[src/rtl/pfr_pkg.sv]
package pfr_pkg;
  localparam int NUM_FLAGS = 14;
  localparam int NUM_LATCH = 12;

  typedef enum logic [2:0] {
    ST_RUN, ST_LATCH, ST_SIG, ST_WAIT, ST_FAIL
  } ctlState_t;

  typedef enum logic [1:0] {
    TMR_RETRY, TMR_PULSE, TMR_SAFE
  } tmrSel_t;

  typedef struct packed {
    logic    tmrClr;
    logic    capCause;
    logic    clrCause;
    tmrSel_t tmrSel;
  } strobe_t;

  typedef struct packed {
    logic ownHit;
    logic syncHit;
    logic tmrDone;
  } status_t;
endpackage

[src/rtl/pfr_qualifier.sv]
module pfr_qualifier #(
  parameter int LIMIT = 10
) (
  input  logic clk,
  input  logic rstN,
  input  logic flagIn,
  output logic qualOut
);
  localparam int CW = $clog2(LIMIT + 1);
  logic [CW-1:0] runCnt;

  always_ff @(posedge clk) begin
    if (!rstN)                       runCnt <= '0;
    else if (!flagIn)                runCnt <= '0;
    else if (runCnt != CW'(LIMIT))   runCnt <= runCnt + 1'b1;
  end

  assign qualOut = (runCnt == CW'(LIMIT));
endmodule

[src/rtl/pfr_datapath.sv]
module pfr_datapath
  import pfr_pkg::*;
#(
  parameter int GS_QUAL   = 10,
  parameter int IMS_QUAL  = 30,
  parameter int RETRY_CYC = 20,
  parameter int PULSE_CYC = 4,
  parameter int SAFE_CYC  = 16
) (
  input  logic                 clk,
  input  logic                 rstN,
  input  logic [NUM_LATCH-1:0] rawLatch,
  input  logic                 modeSecondary,
  input  logic                 supplyBad,
  input  strobe_t              strobe,
  output status_t              status,
  output logic [3:0]           faultCause
);
  localparam int MAXA = (RETRY_CYC > PULSE_CYC) ? RETRY_CYC : PULSE_CYC;
  localparam int MAXC = (MAXA > SAFE_CYC) ? MAXA : SAFE_CYC;
  localparam int TW   = $clog2(MAXC + 1);

  logic gsQual, imsQual;
  logic [NUM_LATCH-1:0] latchVec;
  logic [3:0] causeCode;
  logic [TW-1:0] tmrCnt, tmrLast;

  pfr_qualifier #(.LIMIT(IMS_QUAL)) imsQual_i (
    .clk(clk), .rstN(rstN), .flagIn(rawLatch[4]), .qualOut(imsQual));
  pfr_qualifier #(.LIMIT(GS_QUAL)) gsQual_i (
    .clk(clk), .rstN(rstN), .flagIn(rawLatch[9]), .qualOut(gsQual));

  always_comb begin
    latchVec     = rawLatch;
    latchVec[2]  = rawLatch[2] && !modeSecondary;
    latchVec[4]  = imsQual;
    latchVec[9]  = gsQual;
    latchVec[11] = rawLatch[11] && !supplyBad;
  end

  always_comb begin
    causeCode = 4'd0;
    for (int i = NUM_LATCH - 1; i >= 0; i--)
      if (latchVec[i]) causeCode = 4'(i + 1);
  end

  always_ff @(posedge clk) begin
    if (!rstN || strobe.clrCause) faultCause <= 4'd0;
    else if (strobe.capCause)     faultCause <= causeCode;
  end

  always_comb begin
    unique case (strobe.tmrSel)
      TMR_PULSE: tmrLast = TW'(PULSE_CYC - 1);
      TMR_SAFE:  tmrLast = TW'(SAFE_CYC - 1);
      default:   tmrLast = TW'(RETRY_CYC - 1);
    endcase
  end

  always_ff @(posedge clk) begin
    if (!rstN || strobe.tmrClr) tmrCnt <= '0;
    else                        tmrCnt <= tmrCnt + 1'b1;
  end

  assign status.ownHit  = |latchVec[NUM_LATCH-2:0];
  assign status.syncHit = latchVec[NUM_LATCH-1];
  assign status.tmrDone = (tmrCnt == tmrLast);
endmodule

[src/rtl/pfr_control.sv]
module pfr_control
  import pfr_pkg::*;
(
  input  logic    clk,
  input  logic    rstN,
  input  logic    modeSecondary,
  input  logic    autoRetry,
  input  logic    clearEvt,
  input  logic    supplyBad,
  input  logic    ocStartup,
  input  logic    shortCkt,
  input  logic    fetDs,
  input  logic    syncLow,
  input  status_t status,
  output strobe_t strobe,
  output logic    swEn,
  output logic    ilimReq,
  output logic    startReq,
  output logic    fltN,
  output logic    syncPullDown
);
  ctlState_t state, stateNxt;
  logic swEnPrev, secShort, inRun;

  assign inRun    = (state == ST_RUN);
  assign secShort = modeSecondary && shortCkt;

  always_comb begin
    stateNxt        = state;
    strobe.tmrClr   = inRun || status.tmrDone;
    strobe.capCause = 1'b0;
    strobe.clrCause = 1'b0;
    strobe.tmrSel   = TMR_RETRY;
    unique case (state)
      ST_SIG:  strobe.tmrSel = TMR_PULSE;
      ST_WAIT: strobe.tmrSel = TMR_SAFE;
      default: strobe.tmrSel = TMR_RETRY;
    endcase
    if (clearEvt) begin
      stateNxt        = ST_RUN;
      strobe.clrCause = 1'b1;
      strobe.tmrClr   = 1'b1;
    end else begin
      unique case (state)
        ST_RUN: begin
          if (status.ownHit) begin
            strobe.capCause = 1'b1;
            stateNxt = modeSecondary ? ST_SIG : ST_LATCH;
          end else if (status.syncHit) begin
            strobe.capCause = 1'b1;
            stateNxt = ST_LATCH;
          end
        end
        ST_LATCH: begin
          if (autoRetry && !modeSecondary && status.tmrDone) begin
            stateNxt        = ST_RUN;
            strobe.clrCause = 1'b1;
          end
        end
        ST_SIG:  if (status.tmrDone) stateNxt = ST_WAIT;
        ST_WAIT: begin
          if (syncLow)             stateNxt = ST_LATCH;
          else if (status.tmrDone) stateNxt = ST_FAIL;
        end
        default: stateNxt = ST_FAIL;
      endcase
    end
  end

  always_ff @(posedge clk) begin
    if (!rstN) begin
      state    <= ST_RUN;
      swEnPrev <= 1'b0;
    end else begin
      state    <= stateNxt;
      swEnPrev <= swEn;
    end
  end

  assign swEn         = inRun && !supplyBad && !fetDs && !secShort;
  assign ilimReq      = inRun && (ocStartup || secShort);
  assign fltN         = inRun && !fetDs && !ocStartup;
  assign syncPullDown = (state == ST_SIG) || (state == ST_FAIL);
  assign startReq     = swEn && !swEnPrev;
endmodule

[src/rtl/pfr_fault_ctrl.sv]
module pfr_fault_ctrl
  import pfr_pkg::*;
#(
  parameter int GS_QUAL   = 10,
  parameter int IMS_QUAL  = 30,
  parameter int RETRY_CYC = 20,
  parameter int PULSE_CYC = 4,
  parameter int SAFE_CYC  = 16
) (
  input  logic                 clk,
  input  logic                 rstN,
  input  logic [NUM_FLAGS-1:0] faultFlags,
  input  logic                 modeSecondary,
  input  logic                 autoRetry,
  input  logic                 enAboveShdn,
  input  logic                 enAboveUvlo,
  input  logic                 biasOk,
  input  logic                 vinOk,
  input  logic                 vinOv,
  output logic                 swEn,
  output logic                 ilimReq,
  output logic                 startReq,
  output logic                 fltN,
  output logic                 syncPullDown,
  output logic [3:0]           faultCause
);
  strobe_t strobe;
  status_t status;
  logic clearEvt, supplyBad;
  logic [NUM_LATCH-1:0] rawLatch;

  assign clearEvt  = !biasOk || !enAboveShdn;
  assign supplyBad = clearEvt || !enAboveUvlo || !vinOk || vinOv;
  assign rawLatch  = {faultFlags[13], faultFlags[11:3], faultFlags[1:0]};

  pfr_datapath #(
    .GS_QUAL(GS_QUAL), .IMS_QUAL(IMS_QUAL), .RETRY_CYC(RETRY_CYC),
    .PULSE_CYC(PULSE_CYC), .SAFE_CYC(SAFE_CYC)
  ) datapath_i (
    .clk(clk), .rstN(rstN), .rawLatch(rawLatch), .modeSecondary(modeSecondary),
    .supplyBad(supplyBad), .strobe(strobe), .status(status),
    .faultCause(faultCause));

  pfr_control control_i (
    .clk(clk), .rstN(rstN), .modeSecondary(modeSecondary), .autoRetry(autoRetry),
    .clearEvt(clearEvt), .supplyBad(supplyBad), .ocStartup(faultFlags[2]),
    .shortCkt(faultFlags[3]), .fetDs(faultFlags[12]), .syncLow(faultFlags[13]),
    .status(status), .strobe(strobe), .swEn(swEn), .ilimReq(ilimReq),
    .startReq(startReq), .fltN(fltN), .syncPullDown(syncPullDown));
endmodule

[config.mk]
export PLATFORM = sky130hd
export DESIGN_NAME = pfr_fault_ctrl
export DESIGN_NICKNAME = d
export VERILOG_FILES = /design/src/rtl/pfr_pkg.sv /design/src/rtl/pfr_qualifier.sv /design/src/rtl/pfr_datapath.sv /design/src/rtl/pfr_control.sv /design/src/rtl/pfr_fault_ctrl.sv
export SDC_FILE = /design/constraint.sdc
export NUM_CORES = 1
export LEC_CHECK = 0
export ABC_AREA = 1
export BUFFER_PORTS_ARGS = -buffer_cell sky130_fd_sc_hd__clkbuf_2
export CELL_PAD_IN_SITES_DETAIL_PLACEMENT = 2
export CELL_PAD_IN_SITES_GLOBAL_PLACEMENT = 2
export CORE_ASPECT_RATIO = 0.9
export CORE_MARGIN = 4
export CORE_UTILIZATION = 30
export CTS_CLUSTER_SIZE = 14
export DETAILED_ROUTE_END_ITERATION = 8
export PLACE_DENSITY = 0.91
export RECOVER_POWER = 100
export SYNTH_ARGS = -nofsm -noshare
export SYNTH_HDL_FRONTEND = slang
export SYNTH_HIERARCHICAL = 1
export SYNTH_SLANG_ARGS = --single-unit
export TNS_END_PERCENT = 30
[constraint.sdc]
create_clock -name clk -period 2.9 [get_ports clk]
set_input_delay 0.145 -clock clk [delete_from_list [all_inputs] [get_ports clk]]
set_output_delay 0.145 -clock clk [all_outputs]
set_load 0.02 [all_outputs]
* Yosys cells after proc, flatten, opt, wreduce, memory -nomap -nowiden
Cells that the tools add are included.
** Operators by class
- Eq/ne operators :: 15
- Add/subtract/negate cells :: 3
- Reductions and logical operators :: 38
- Multiplexer cells :: 30
- Bitwise logic cells :: 1
** Operators with widths (count)
- two-way mux 4 bit :: 12
- two-way mux 3 bit :: 6
- logical AND 1 bit :: 12
- one-hot mux 3 bit (4 select lines) :: 1
- zero test 1 bit :: 11
- OR reduction 11 bit :: 1
- adder 5 x 1 -> 5 bit, second input constant :: 2
- one-hot mux 5 bit (2 select lines) :: 1
- logical OR 1 bit :: 9
- two-way mux 1 bit :: 8
- == test 3 x 2 -> 1 bit, second input constant :: 2
- == test 5 bit :: 1
- == test 5 bit, second input constant :: 1
- != test 5 bit, second input constant :: 1
- adder 4 x 1 -> 4 bit, second input constant :: 1
- == test 4 bit, second input constant :: 1
- != test 2 x 1 -> 1 bit, second input constant :: 2
- != test 4 bit, second input constant :: 1
- one-hot mux 2 bit (2 select lines) :: 1
- AND reduction 2 bit :: 2
- AND reduction 4 bit :: 1
- == test 3 x 1 -> 1 bit, second input constant :: 1
- == test 3 bit, second input constant :: 1
- zero test 3 bit :: 1
- 7 further kinds :: 7
** Storage, ports and cells
- Word-level logic and storage cells :: 93
- Flip-flop bits (word level) :: 22

* Longest topological paths before layout
- Depth in word-level cells :: 19
- Gate-level depth with buffers :: 15

* Cells and area by module
Netlist, hierarchy kept.
** By module, submodules not included
- pfr_datapath :: instances 1, cells an instance 91, area an instance 560.5 µm², sequential area each 180.2 µm²
- pfr_control :: instances 1, cells an instance 58, area an instance 329.1 µm², sequential area each 80.1 µm²
- pfr_qualifier at datapath_i.imsQual_i :: instances 1, cells an instance 38, area an instance 272.8 µm², sequential area each 100.1 µm²
- pfr_qualifier at datapath_i.gsQual_i :: instances 1, cells an instance 30, area an instance 220.2 µm², sequential area each 80.1 µm²
- pfr_fault_ctrl :: instances 1, cells an instance 5, area an instance 23.8 µm², sequential area each 0.0 µm²

* Worst setup path after synthesis
Ideal clock, no wire load.
- Path type :: register to register
- From :: register control_i.state[0]
- To :: register control_i.state[0]
- Stages on the path, launching flop included :: 15
- Arrival time :: 1.811 ns
- Data required time :: 2.785 ns
- Slack :: 0.974 ns
- Setup time :: 0.115 ns
- Cell sequence :: dfxtp_1 > inv_1 > nand3_1 > inv_1 > inv_1 > ha_1 > or3_1 > a21oi_1 > nand2_1 > nor2_1 > nor2_1 > nor2_1 > nand3_1 > nand2_1 > nor2_1
** RTL lines
- from (decl) :: RTL line pfr_control.sv:22 : ctlState_t state, stateNxt;
- from (signal assigned) :: RTL line pfr_control.sv:75 : state <= stateNxt;

==> summary.md <==
| Metric | Value |
|---|---|
| Port Buffer Count | `31` |
| Die H | `73.0 um` |
| Fillers | `612` |
| Initial antenna violation count | `0` |
| Sw frac | `24.5%` |
| Global routing's busiest layer | `met2` |
| Comb power frac | `13.6%` |
| GR met2 Demand/Resource | `30.9%` |
| Top_reg_cell synth | `dfxtp_1` |
| Detail Route Antenna Nets | `0` |
| Final Setup Violations | `0` |
| Commonest non-fill, non-tap cells in the layout | `nand2_1 (47), inv_1 (42), nor2_1 (39)` |
| Drt drc | `0` |
| Clock skew | `0.00774 ns` |
| Top-area cell type share of the netlist area | `31.3%` |
| Top post-synthesis cells by area | `dfxtp_1 (31%), nand2_1 (12%), inv_1 (11%), nor2_1 (10%), ha_1 (5.3%)` |
| CTS tree | `done` |
| Ports | `32` |
| Fraction of registers with async set or reset after synthesis | `0%` |
| DR vias/cell | `4.80` |
| Dpl hpwl | `3570 um` |
| Worst Max-Slew Pin Slew | `0.494 ns` |
| Post_cts resized | `0` |
| Floorplan row count | `23` |
| Max FO, Critical Path | `7` |
| Sw Pwr | `0.170 mW` |
| Yosys top cell by area | `dfxtp_1` |
| Initial drt markers | `26` |
| Worst Path Arrival | `2.55 ns` |
| Syn Nets | `251` |
| Die area | `5850 sq um` |
| Core Box Area | `4490 sq um` |
| Leak | `0.789 nW` |
| Hold-fix buffers, CTS | `0` |
| Die X | `80.2 um` |
| GR Util All Layers | `16.4%` |
| Post-route clock period utilization | `81.0%` |
| Syn Std Cell Area | `1410 sq um` |
| Pin count of the biggest net entering global routing | `14` |
| Final min period | `2.35 ns` |
| Sequential power share | `44.9%` |
| Met3 GRT Util | `4.32%` |
| Fin Setup TNS | `0 ns` |
| Clock network fraction of total power | `41.5%` |
| Cts bufs inserted | `3` |
| Area delta synth->final | `19.8%` |
| DR pass1 iterations | `4` |
| Initial core utilization | `31.3%` |
| Post-Synthesis Cells | `222` |
| PD cells | `412 nW/um^2` |
| Final instance area | `1680 sq um` |
| Postcts setup bufs | `0` |
| CP Launch Type | `flop` |
| Clock latency on the worst-skew pair | `0.27 ns` |
| Yosys warns | `6` |
| Maximum vdd drop | `0.000214 V` |
| Root Buffer | `clkbuf_8` |
| Unrepaired setup endpoints after global routing | `no` |
| Dpl cell area | `1640 sq um` |
| Sequential area share after synthesis | `31.3%` |
| Post-synthesis register bit count | `22` |
| CTS H-tree depth | `1` |
| Vias | `1532` |
| Layout cells sized above 1 | `15.2%` |
| Total gr overflow | `0` |
| Clock Tree Buf Depth | `2` |
| Leading cell type in the layout, fill and taps excluded | `nand2_1` |
| Fin. max-slew vios | `0` |
| Met1 Use GR | `18.2%` |
| First-pass GRT wire length | `7450 um` |
| Min-Delay Path Class | `primary input to flop` |
| Pint | `0.524 mW` |
| Netlist cell types | `26` |
| Rel. slew slack | `66.8%` |
| Worst setup EP type | `flop` |
| Post-Route WL | `4370 um` |
| Achievable frequency | `0.426 GHz` |
| Ant. Diodes | `0` |
| Drt wl/cell | `13.7 um` |
| Crit Path Category | `flop to flop` |
| Status | `complete, no violations` |
| WP data required | `3.10 ns` |
| Synth Area per Inst | `6.33 sq um` |
| Clock sink total | `22` |
| Vias in the first global route | `1653` |
| Post-synth EDFFs | `0` |
| Final Wtd Congestion | `0.780` |
| Clock-pin slew on the worst setup and hold paths | `0.09 ns` |
| Final hold vios | `0` |
| Number of max-cap violations | `0` |
| Nets | `287` |
[synth_stat cells, types with 2 or more instances]
cell type / instances
nor2_1: 38
dfxtp_1: 22
nand3_1: 14
nor3_1: 6
inv_1: 42
nand4_1: 5
xnor2_1: 2
nor3_2: 2
ha_1: 6
nand2_1: 45
nand2_2: 3
nor2_2: 6
nor2_4: 2
o21ai_0: 7
nor4_1: 2
a21oi_1: 10
[state kept, by name, indices dropped and copies added (netlist names)]
register / cells
control_i/state: 3
datapath_i/gsQual_i/runCnt: 4
datapath_i/faultCause: 4
datapath_i/tmrCnt: 5
datapath_i/imsQual_i/runCnt: 5
control_i/swEnPrev: 1
[worst max-delay path, stage by stage (launching register included)]
cell and delay [ns]:
dfxtp_1 0.36, inv_1 0.11, ha_1 0.19, inv_1 0.09
nor2_4 0.19, nor2_1 0.07, nand4_1 0.13, nor2_1 0.07
nor3_1 0.43, inv_1 0.16, nor2_1 0.22, nand4_1 0.14
a21oi_1 0.13
[routing by layer]
layer  share of wire, %  routed length [um]  vias up
met5                  0                   0        -
met4                1.4                  63        0
met3                5.7                 249        7
met2                 50                2190       32
met1                 43                1860      730
li1                   -                   -      763
[kinds of logic after synthesis]
group | count (synthesis) | synth area share [%]
adder cells (fa/ha/maj) | 6 | 5.34
buffers and inverters | 43 | 11.5
flip-flops | 22 | 31.3
AO/OA/AOI/OAI | 21 | 8.27
XOR/XNOR | 3 | 1.87
AND/OR/NAND/NOR | 127 | 41.7
[path summary, 6_finish.rpt]
path                                  start                       endpoint  slack, ns  cells past startpoint
min                          faultFlags[10]  datapath_i/gsQual_i/runCnt[3]       0.12                      3
max          datapath_i/imsQual_i/runCnt[0]       datapath_i/faultCause[3]       0.55                     12
min reg2reg            datapath_i/tmrCnt[0]           datapath_i/tmrCnt[0]       0.46                      1
max reg2reg  datapath_i/imsQual_i/runCnt[0]       datapath_i/faultCause[3]       0.55                     12
[through the flow]
stage | cells | power [mW] | hold WS, ns | util, % | setup WS (ns)
3_5_place_dp | 315 | 0.414 | 0.403 | 36.5 | 0.605
3_3_place_gp | 315 | 0.408 | 0.379 | 36.5 | 0.784
4_1_cts | 319 | 0.708 | 0.111 | 38.1 | 0.517
5_1_grt | 319 | 0.732 | 0.122 | 37.5 | 0.266
6_report | 319 | 0.694 | 0.117 | 37.5 | 0.551
2_1_floorplan | 222 | 0.372 | 0.284 | - | 0.974
[cell type report]
type                       count  area (sq um)  share of cell area, %
sequential                    22           440                   26.2
clock inverter                 1          30.0                   1.78
inverter                      43           161                   9.58
tap                           62          77.6                   4.61
timing repair buffer          31           145                   8.62
multi-input combinational    157           788                   46.8
clock buffer                   3          41.3                   2.45
[power by group through the flow]
stage | Combinational, mW | Sequential, mW | Clock, mW
floorplan | 0.0545 | 0.318 | 0
global placement | 0.0902 | 0.318 | 0
detailed placement | 0.0952 | 0.319 | 0
CTS | 0.0978 | 0.312 | 0.298
global route | 0.108 | 0.313 | 0.311
finish | 0.0943 | 0.311 | 0.288
Power figures use the tool's default switching activity.
